$ cat config.mk
export PLATFORM = sky130hd
export DESIGN_NAME = mul_full_tree
export DESIGN_NICKNAME = d
export VERILOG_FILES = /design/src/rtl/mul_tree_pkg.sv /design/src/rtl/mul_pp_gen.sv /design/src/rtl/mul_csa_tree.sv /design/src/rtl/mul_cpa.sv /design/src/rtl/mul_full_tree.sv
export SDC_FILE = /design/constraint.sdc
export NUM_CORES = 1
export LEC_CHECK = 0
export ABC_AREA = 1
export CAP_MARGIN = 15
export CORE_ASPECT_RATIO = 1.1
export CORE_MARGIN = 3
export CORE_UTILIZATION = 60
export DETAILED_ROUTE_END_ITERATION = 7
export GPL_ROUTABILITY_DRIVEN = 0
export PLACE_DENSITY = 0.94
export SETUP_SLACK_MARGIN = 0.2
export SYNTH_ARGS = -nofsm -noshare
export SYNTH_HDL_FRONTEND = slang
export SYNTH_HIERARCHICAL = 1
export SYNTH_SLANG_ARGS = --single-unit
$ cat constraint.sdc
create_clock -name clk -period 6.9 [get_ports clk]
set_input_delay 1.725 -clock clk [delete_from_list [all_inputs] [get_ports clk]]
set_output_delay 1.725 -clock clk [all_outputs]
set_load 0.03 [all_outputs]
$ cat src/rtl/mul_tree_pkg.sv
package mul_tree_pkg;

    typedef enum logic {
        POL_LATE  = 1'b0,
        POL_EARLY = 1'b1
    } policy_e;

    typedef struct packed {
        logic carry;
        logic sum;
    } csa_out_t;

    function automatic csa_out_t full_add(input logic x, input logic y, input logic z);
        csa_out_t r;
        r.sum   = x ^ y ^ z;
        r.carry = (x & y) | (x & z) | (y & z);
        return r;
    endfunction

    function automatic csa_out_t half_add(input logic x, input logic y);
        csa_out_t r;
        r.sum   = x ^ y;
        r.carry = x & y;
        return r;
    endfunction

    // Height bound allowed after a level: index 0 is the final bound of 2.
    function automatic int limit_at(input int idx);
        int d;
        d = 2;
        for (int i = 0; i < idx; i++) d = (d * 3) / 2;
        return d;
    endfunction

    // Minimal level count for a given number of rows.
    function automatic int late_levels(input int rows);
        int d;
        int cnt;
        d   = 2;
        cnt = 0;
        for (int i = 0; i < 32; i++) begin
            if (d < rows) begin
                cnt++;
                d = (d * 3) / 2;
            end
        end
        return cnt;
    endfunction

    // Level count reached by the eager schedule, found by tracking column heights.
    function automatic int early_levels(input int n);
        int h  [64];
        int nh [64];
        int cols;
        int cnt;
        int mx;
        cols = 2 * n;
        cnt  = 0;
        for (int c = 0; c < 64; c++) begin
            h[c] = 0;
            if (c < cols) h[c] = (c < n) ? c + 1 : ((2 * n - 1 - c) > 0 ? 2 * n - 1 - c : 0);
        end
        for (int lv = 0; lv < 32; lv++) begin
            mx = 0;
            for (int c = 0; c < 64; c++) if (h[c] > mx) mx = h[c];
            if (mx > 2) begin
                cnt++;
                for (int c = 0; c < 64; c++) nh[c] = 0;
                for (int c = 0; c < 63; c++) begin
                    nh[c]     += h[c] / 3 + ((h[c] % 3) != 0 ? 1 : 0);
                    nh[c + 1] += h[c] / 3 + ((h[c] % 3) == 2 ? 1 : 0);
                end
                for (int c = 0; c < 64; c++) h[c] = nh[c];
            end
        end
        return cnt;
    endfunction

endpackage

$ cat src/rtl/mul_pp_gen.sv
module mul_pp_gen #(
    parameter int N = 7
) (
    input  logic [N-1:0]         op_a,
    input  logic [N-1:0]         op_b,
    output logic [N-1:0][N-1:0]  pp
);
    // pp[i][j] carries weight i+j.
    for (genvar i = 0; i < N; i++) begin : g_row
        for (genvar j = 0; j < N; j++) begin : g_bit
            assign pp[i][j] = op_b[i] & op_a[j];
        end
    end
endmodule

$ cat src/rtl/mul_csa_tree.sv
module mul_csa_tree
    import mul_tree_pkg::*;
#(
    parameter int      N      = 7,
    parameter policy_e POLICY = POL_LATE
) (
    input  logic [N-1:0][N-1:0] pp,
    output logic [2*N-1:0]      row0,
    output logic [2*N-1:0]      row1
);
    localparam int COLS = 2 * N;
    localparam int MAXH = N + 2;
    localparam int LV   = late_levels(N);

    logic m [0:LV][0:COLS-1][0:MAXH-1];

    always_comb begin
        int       ht [COLS];
        int       nh [COLS];
        int       d;
        int       idx;
        int       tot;
        int       nf;
        csa_out_t r;

        for (int l = 0; l <= LV; l++)
            for (int c = 0; c < COLS; c++)
                for (int k = 0; k < MAXH; k++)
                    m[l][c][k] = 1'b0;
        for (int c = 0; c < COLS; c++) ht[c] = 0;
        r = '0;

        // Level 0: drop every partial-product bit into its column.
        for (int i = 0; i < N; i++) begin
            for (int j = 0; j < N; j++) begin
                m[0][i + j][ht[i + j]] = pp[i][j];
                ht[i + j]++;
            end
        end

        for (int lv = 0; lv < LV; lv++) begin
            d = limit_at(LV - 1 - lv);
            for (int c = 0; c < COLS; c++) nh[c] = 0;
            for (int c = 0; c < COLS; c++) begin
                idx = 0;
                if (POLICY == POL_LATE) begin
                    tot = ht[c] + nh[c];
                    for (int t = 0; t < MAXH; t++) begin
                        if (tot > d) begin
                            if (tot - d == 1) begin
                                r = half_add(m[lv][c][idx], m[lv][c][idx + 1]);
                                idx += 2;
                                tot -= 1;
                            end else begin
                                r = full_add(m[lv][c][idx], m[lv][c][idx + 1], m[lv][c][idx + 2]);
                                idx += 3;
                                tot -= 2;
                            end
                            m[lv + 1][c][nh[c]] = r.sum;
                            nh[c]++;
                            if (c + 1 < COLS) begin
                                m[lv + 1][c + 1][nh[c + 1]] = r.carry;
                                nh[c + 1]++;
                            end
                        end
                    end
                end else begin
                    nf = ht[c] / 3;
                    for (int t = 0; t < MAXH; t++) begin
                        if (t < nf) begin
                            r = full_add(m[lv][c][idx], m[lv][c][idx + 1], m[lv][c][idx + 2]);
                            idx += 3;
                            m[lv + 1][c][nh[c]] = r.sum;
                            nh[c]++;
                            if (c + 1 < COLS) begin
                                m[lv + 1][c + 1][nh[c + 1]] = r.carry;
                                nh[c + 1]++;
                            end
                        end
                    end
                    if (ht[c] - idx == 2) begin
                        r = half_add(m[lv][c][idx], m[lv][c][idx + 1]);
                        idx += 2;
                        m[lv + 1][c][nh[c]] = r.sum;
                        nh[c]++;
                        if (c + 1 < COLS) begin
                            m[lv + 1][c + 1][nh[c + 1]] = r.carry;
                            nh[c + 1]++;
                        end
                    end
                end
                // Bits left untouched pass straight to the next level.
                for (int k = 0; k < MAXH; k++) begin
                    if (k >= idx && k < ht[c]) begin
                        m[lv + 1][c][nh[c]] = m[lv][c][k];
                        nh[c]++;
                    end
                end
            end
            for (int c = 0; c < COLS; c++) ht[c] = nh[c];
        end
    end

    for (genvar c = 0; c < COLS; c++) begin : g_out
        assign row0[c] = m[LV][c][0];
        assign row1[c] = m[LV][c][1];
    end
endmodule

$ cat src/rtl/mul_cpa.sv
module mul_cpa #(
    parameter int W = 14
) (
    input  logic [W-1:0] row0,
    input  logic [W-1:0] row1,
    output logic [W-1:0] sum
);
    assign sum = row0 + row1;
endmodule

$ cat src/rtl/mul_full_tree.sv
module mul_full_tree
    import mul_tree_pkg::*;
#(
    parameter int      N       = 7,
    parameter policy_e POLICY  = POL_LATE,
    parameter bit      REG_OUT = 1'b1
) (
    input  logic           clk,
    input  logic           rst,
    input  logic [N-1:0]   op_a,
    input  logic [N-1:0]   op_b,
    output logic [2*N-1:0] prod
);
    localparam int PW = 2 * N;

    logic [N-1:0][N-1:0] pp;
    logic [PW-1:0]       row0;
    logic [PW-1:0]       row1;
    logic [PW-1:0]       sum;

    mul_pp_gen #(.N(N)) u_pp (
        .op_a (op_a),
        .op_b (op_b),
        .pp   (pp)
    );

    mul_csa_tree #(.N(N), .POLICY(POLICY)) u_tree (
        .pp   (pp),
        .row0 (row0),
        .row1 (row1)
    );

    mul_cpa #(.W(PW)) u_cpa (
        .row0 (row0),
        .row1 (row1),
        .sum  (sum)
    );

    if (REG_OUT) begin : g_reg
        logic [PW-1:0] prod_q;
        always_ff @(posedge clk) begin
            if (rst) prod_q <= '0;
            else     prod_q <= sum;
        end
        assign prod = prod_q;
    end else begin : g_comb
        assign prod = sum;
    end
endmodule

==> qor.yml, run 1 <==
finalWirelength_mm: 4.87
grt_pass1_wl_mm: 8.81
drive_above_1_share_pct: 3.41
crit_top_cell: "inv_1"
vias: 2028
clock_sinks: 14
clockBufferDepth: 2
wl_per_cell_um: 11.3
syn_avg_cell_area_um2: 6.42
tritoncts: "yes"
cts.htree.levels: 1
cpPeakStageDelay_ns: 0.66
hpwlAfterDp_mm: 4.21
grt_max_degree: 15
ios: 30
layout_setup_ws_ns: 1.61
cts.clk_slew.worst_paths_ns: 0.08
port_buffers: 29
synth_most_common_cell: "inv_1"
slowest_stage: "clkdlybuf4s50_1"
die_y_um: 70.7
syn_area_um2: 2290
critPathTopFamily: "adder cells"
cts_made_buffers: 3
hold_buffers: 0
nFillCells: 278
nets: 443
rsz0062_at_grt: "no"
area_delta_synth_final_pct: 13.5
powerDensity_nw_per_um2: 228
crit_path_start_kind: "input port"
pre_cts_slack_ns: 1.34
yosys.cell_types.count: 23
setup_violations: 0
whs_path_depth: 2
status: "finished, final reports clean"
setup_tns_ns: 0
cts_resized: 0
synth_warnings: 6
seqCellArea_um2: 280
track_usage_pct: 24.1
num_rows: 22
ant_nets: 0
dieArea_um2: 4590
core-area_um2: 3500
cp_num_buf_inv: 6
finalHoldViolations: 0
synth_largest_area_cell: "fa_1"
synth_edf_count: 0
setup.worst_path.class: "input port to flip-flop"
netlist.area_leader.share_pct: 21.9
finalCoreUtilization_pct: 74.2
drc: 0
worstSetupPathDepth: 18
synthFlopType: "dfxtp_1"
initial_core_util_pct: 65.4
diodes: 0
ir_drop_mv: 0.112
synthTopCellsByCount: "inv_1 (122), nand2_1 (99), nor2_1 (26), fa_1 (25), ha_1 (19)"
maxCapViolations: 0
holdCritPathClass: "input port to flip-flop"
timing.final.crit_share_pct: 76.7
critPathArrivalTime_ns: 5.50
cp_max_fo: 7
multi_input_area_um2: 1480
critPathRequiredTime_ns: 7.11
synth-seq-area-share_pct: 12.3
syn_inst: 356
die_width_um: 64.9
grt_pass1_vias: 2161
synthTopCellsByArea: "fa_1 (22%), inv_1 (20%), nand2_1 (16%)"
drtIter0Drc: 78
slew_violations: 0
period_minus_slack_ns: 5.29
p_leak_nw: 1.72
max_freq_mhz: 189
post-cts-setup-buffers: 0
via_per_inst: 4.73
clockRootBuffer: "clkbuf_4"
drt_pass1_iterations: 4
path_cells: "clkdlybuf4s50_1, nand2_1, inv_1, ha_1, fa_1, inv_1, fa_1, inv_1, fa_1, ha_1, nand2_1, inv_1, nand2_1, nand2_1, a21oi_1, xnor2_1, inv_1, nor2_1"
gr-total-overflow: 0
antenna_found_initial: 0
ys_ff_latch: 14
synthArstFlopShare_pct: 0
cp-end-kind: "flip-flop"
largest_register_ffs: 14
-- placed cells by master (no fill, tap or decap) --
cell / instances
nor3_2: 1
a21oi_1: 8
nand2_2: 3
xnor2_1: 5
fa_1: 25
inv_1: 122
clkbuf_4: 3
ha_1: 19
o21bai_1: 1
conb_1: 3
xor2_1: 3
a21oi_2: 1
nand3_2: 2
dfxtp_1: 14
clkinv_1: 1
or2_0: 1
nand2_1: 99
nand4_1: 3
nor2_1: 26
nor2_2: 2
inv_2: 1
clkdlybuf4s50_1: 29
nand3_1: 9
-- report_power, final --
group          internal, W  switching, W
logic             0.000169      0.000269
clock network    0.0000202     0.0000240
registers         0.000104    0.00000681
-- worst paths after layout --
kind | from | endpoint | slack (ns)
hold / removal | rst | prod[9]$_SDFF_PP0_ | 2.30
setup / recovery | op_b[1] | prod[8]$_SDFF_PP0_ | 1.61
-- kinds of logic (layout without fill, tap and decap cells) --
family                     after synthesis  count (layout)  share of synthesized area [%]
and+or+nand+nor                        146             146                           26.3
buffers and inverters                  133             156                           23.5
adders and majority gates               44              44                           32.3
DFF                                     14              14                           12.3
AOI/OAI and AO/OA                       10              10                           2.46
xor gates and xnor gates                 8               8                           3.07
other                                    1               3                          0.164
-- layer usage --
layer | track usage (%) | share of wire (%)
met1 | 25.5 | 39
met2 | 46.7 | 55
met3 | 3.65 | 3.3
met4 | 9.39 | 3.2
met5 | 0 | 0
-- layout make-up --
type,count,area share [%]
Clock buffer,3,0.868
Inverter,124,17.9
Multi-Input combinational cell,211,56.9
Sequential cell,14,10.8
Tap cell,48,2.31
Timing Repair Buffer,29,11.2
-- metrics by stage --
stage / instances / hold WS (ns) / cell area [um2] / total power, W
6_report: 429 / 2.30 / 2590 / 0.000593
5_1_grt: 429 / 2.39 / 2590 / 0.000663
4_1_cts: 429 / 2.32 / 2590 / 0.000594
3_5_place_dp: 426 / 2.58 / 2570 / 0.000548
3_3_place_gp: 426 / 2.57 / 2570 / 0.000528
2_1_floorplan: 358 / 1.80 / 2290 / 0.000428
No activity file was read; power rests on OpenSTA's default activity.
==> run 2: changes to the inputs <==
--- a/config.mk
+++ b/config.mk
@@ -9,10 +9,10 @@
 export CAP_MARGIN = 15
 export CORE_ASPECT_RATIO = 1.1
 export CORE_MARGIN = 3
-export CORE_UTILIZATION = 60
+export CORE_UTILIZATION = 51
 export DETAILED_ROUTE_END_ITERATION = 7
 export GPL_ROUTABILITY_DRIVEN = 0
-export PLACE_DENSITY = 0.94
+export PLACE_DENSITY = 0.86
 export SETUP_SLACK_MARGIN = 0.2
 export SYNTH_ARGS = -nofsm -noshare
 export SYNTH_HDL_FRONTEND = slang
==> constraint.sdc (replaced) <==
create_clock -name clk -period 4.63 [get_ports clk]
set_input_delay 1.1575 -clock clk [delete_from_list [all_inputs] [get_ports clk]]
set_output_delay 1.1575 -clock clk [all_outputs]
set_load 0.03 [all_outputs]
==> run 2 against run 1 <==
Clock power increased to 2.6 times the previous value. Combinational power up 79%. Die area is 16% higher. Critical path depth is 1 lower. Via count grew 4.1%. Non-clock buffer count increased by 11. Critical path type unchanged.
==> qor.yml, run 2 (synthesized netlist as in run 1, its figures left out) <==
ant_nets: 0
nFillCells: 346
cts_made_buffers: 3
setup.worst_path.class: "input port to flip-flop"
clockRootBuffer: "clkbuf_8"
timing.final.crit_share_pct: 91.9
track_usage_pct: 19.2
hpwlAfterDp_mm: 3.99
layout_commonest_cell: "inv_1"
port_buffers: 29
finalHoldViolations: 0
initial_core_util_pct: 55.2
core-area_um2: 4140
hold_buffers: 0
whs_ns: 1.56
crit_path_start_kind: "input port"
status: "finished, final reports clean"
place_area_um2: 2650
switching_share_pct: 46.3
area_delta_synth_final_pct: 23.8
gr-total-overflow: 0
cp_max_fo: 7
clockBufferDepth: 2
grt_max_degree: 15
intPower_w: 0.000570
diodes: 0
wl_per_cell_um: 11.0
largest_register_ffs: 14
slew_violations: 0
p_leak_nw: 1.88
grt_pass1_wl_mm: 8.63
p_switching_w: 0.000492
die_y_um: 76.2
crit_start: "op_b[6]"
p_total_w: 0.00106
critPathArrivalTime_ns: 4.43
holdCritPathClass: "input port to flip-flop"
ir_drop_mv: 0.183
clock_sinks: 14
critPathRequiredTime_ns: 4.80
drc: 0
max_freq_mhz: 235
setup_violations: 0
tritoncts: "yes"
final_area_um2: 2830
die_width_um: 69.8
cp-end-kind: "flip-flop"
powerDensity_nw_per_um2: 375
cts.htree.levels: 1
grt_pass1_vias: 2144
rsz0062_at_grt: "no"
drt_pass1_iterations: 4
cts.clk_slew.worst_paths_ns: 0.05
antenna_found_initial: 0
drtIter0Drc: 136
dieArea_um2: 5320
ios: 30
maxCapViolations: 0
finalWirelength_mm: 4.91
crit_path_end: "prod[11]$_SDFF_PP0_"
period_minus_slack_ns: 4.26
nets: 454
drive_above_1_share_pct: 10.9
clockPowerShare_pct: 10.9
layout_common_cells: "inv_1 (122), nand2_1 (96), nor2_1 (25)"
combPwrFrac_pct: 73.7
sequentialPowerShare_pct: 15.4
num_rows: 24
vias: 2111
via_per_inst: 4.74
[run 2: stage by stage]
stage,setup WS (ns),setup TNS [ns],util (%),instances
2_1_floorplan,0.589,0,-,358
3_3_place_gp,-0.0633,-0.216,64.0,440
3_5_place_dp,-0.205,-0.803,64.0,440
4_1_cts,0.202,0,65.7,444
5_1_grt,0.0960,0,68.3,445
6_report,0.374,0,68.3,445
[run 2: power by group through the flow]
stage               clock network [W]  registers (W)  logic, W
floorplan                           0       0.000237  0.000402
global placement                    0       0.000166  0.000657
detailed placement                  0       0.000167  0.000674
CTS                          0.000120       0.000164  0.000694
global route                 0.000125       0.000167  0.000874
finish                       0.000115       0.000164  0.000783
[run 2: worst min-delay path by stage]
| stage | startpoint | endpoint | slack, ns | cells past startpoint |
|---|---|---|---|---|
| floorplan | rst | prod[1]$_SDFF_PP0_ | 1.23 | 1 |
| global placement | prod[3]$_SDFF_PP0_ | prod[3] | 2.01 | 1 |
| detailed placement | prod[3]$_SDFF_PP0_ | prod[3] | 2.01 | 1 |
| CTS | rst | prod[6]$_SDFF_PP0_ | 1.78 | 2 |
| global route | op_b[0] | prod[0]$_SDFF_PP0_ | 1.64 | 7 |
| finish | op_b[0] | prod[0]$_SDFF_PP0_ | 1.56 | 7 |
[run 2: layout make-up]
type,count,area (um2),share of cell area (%)
clock buffers,4,55.1,1.95
multi-input cells,211,1570,55.5
well taps,52,65.1,2.30
repair buffers,40,393,13.9
flip-flops and latches,14,280,9.91
inverters,124,465,16.5
[run 2: repair_timing]
action,4_1_cts,5_1_grt
endpoints found under the setup margin,7,8
pin swaps,0,9
setup buffers,0,1
gates resized for setup,3,28
[run 2: per-layer routing]
| layer | track usage [%] | vias up | wire (um) |
|---|---|---|---|
| li1 | - | 1057 | - |
| met4 | 5.36 | 0 | 116 |
| met3 | 1.32 | 12 | 191 |
| met5 | 0 | - | 0 |
| met1 | 22.2 | 965 | 1950 |
| met2 | 37.2 | 77 | 2650 |
[run 2: worst max-delay path, cell delays in order]
cell and delay, ns:
clkdlybuf4s50_1 0.55, nand2_1 0.15, inv_1 0.07, fa_1 0.36
inv_1 0.08, fa_1 0.42, inv_1 0.08, fa_1 0.41
ha_2 0.39, nand2_2 0.10, nor2_1 0.23, nand3_1 0.14
nand3_1 0.09, nand2_1 0.05, nand2_1 0.05, inv_1 0.04
nor2_1 0.07
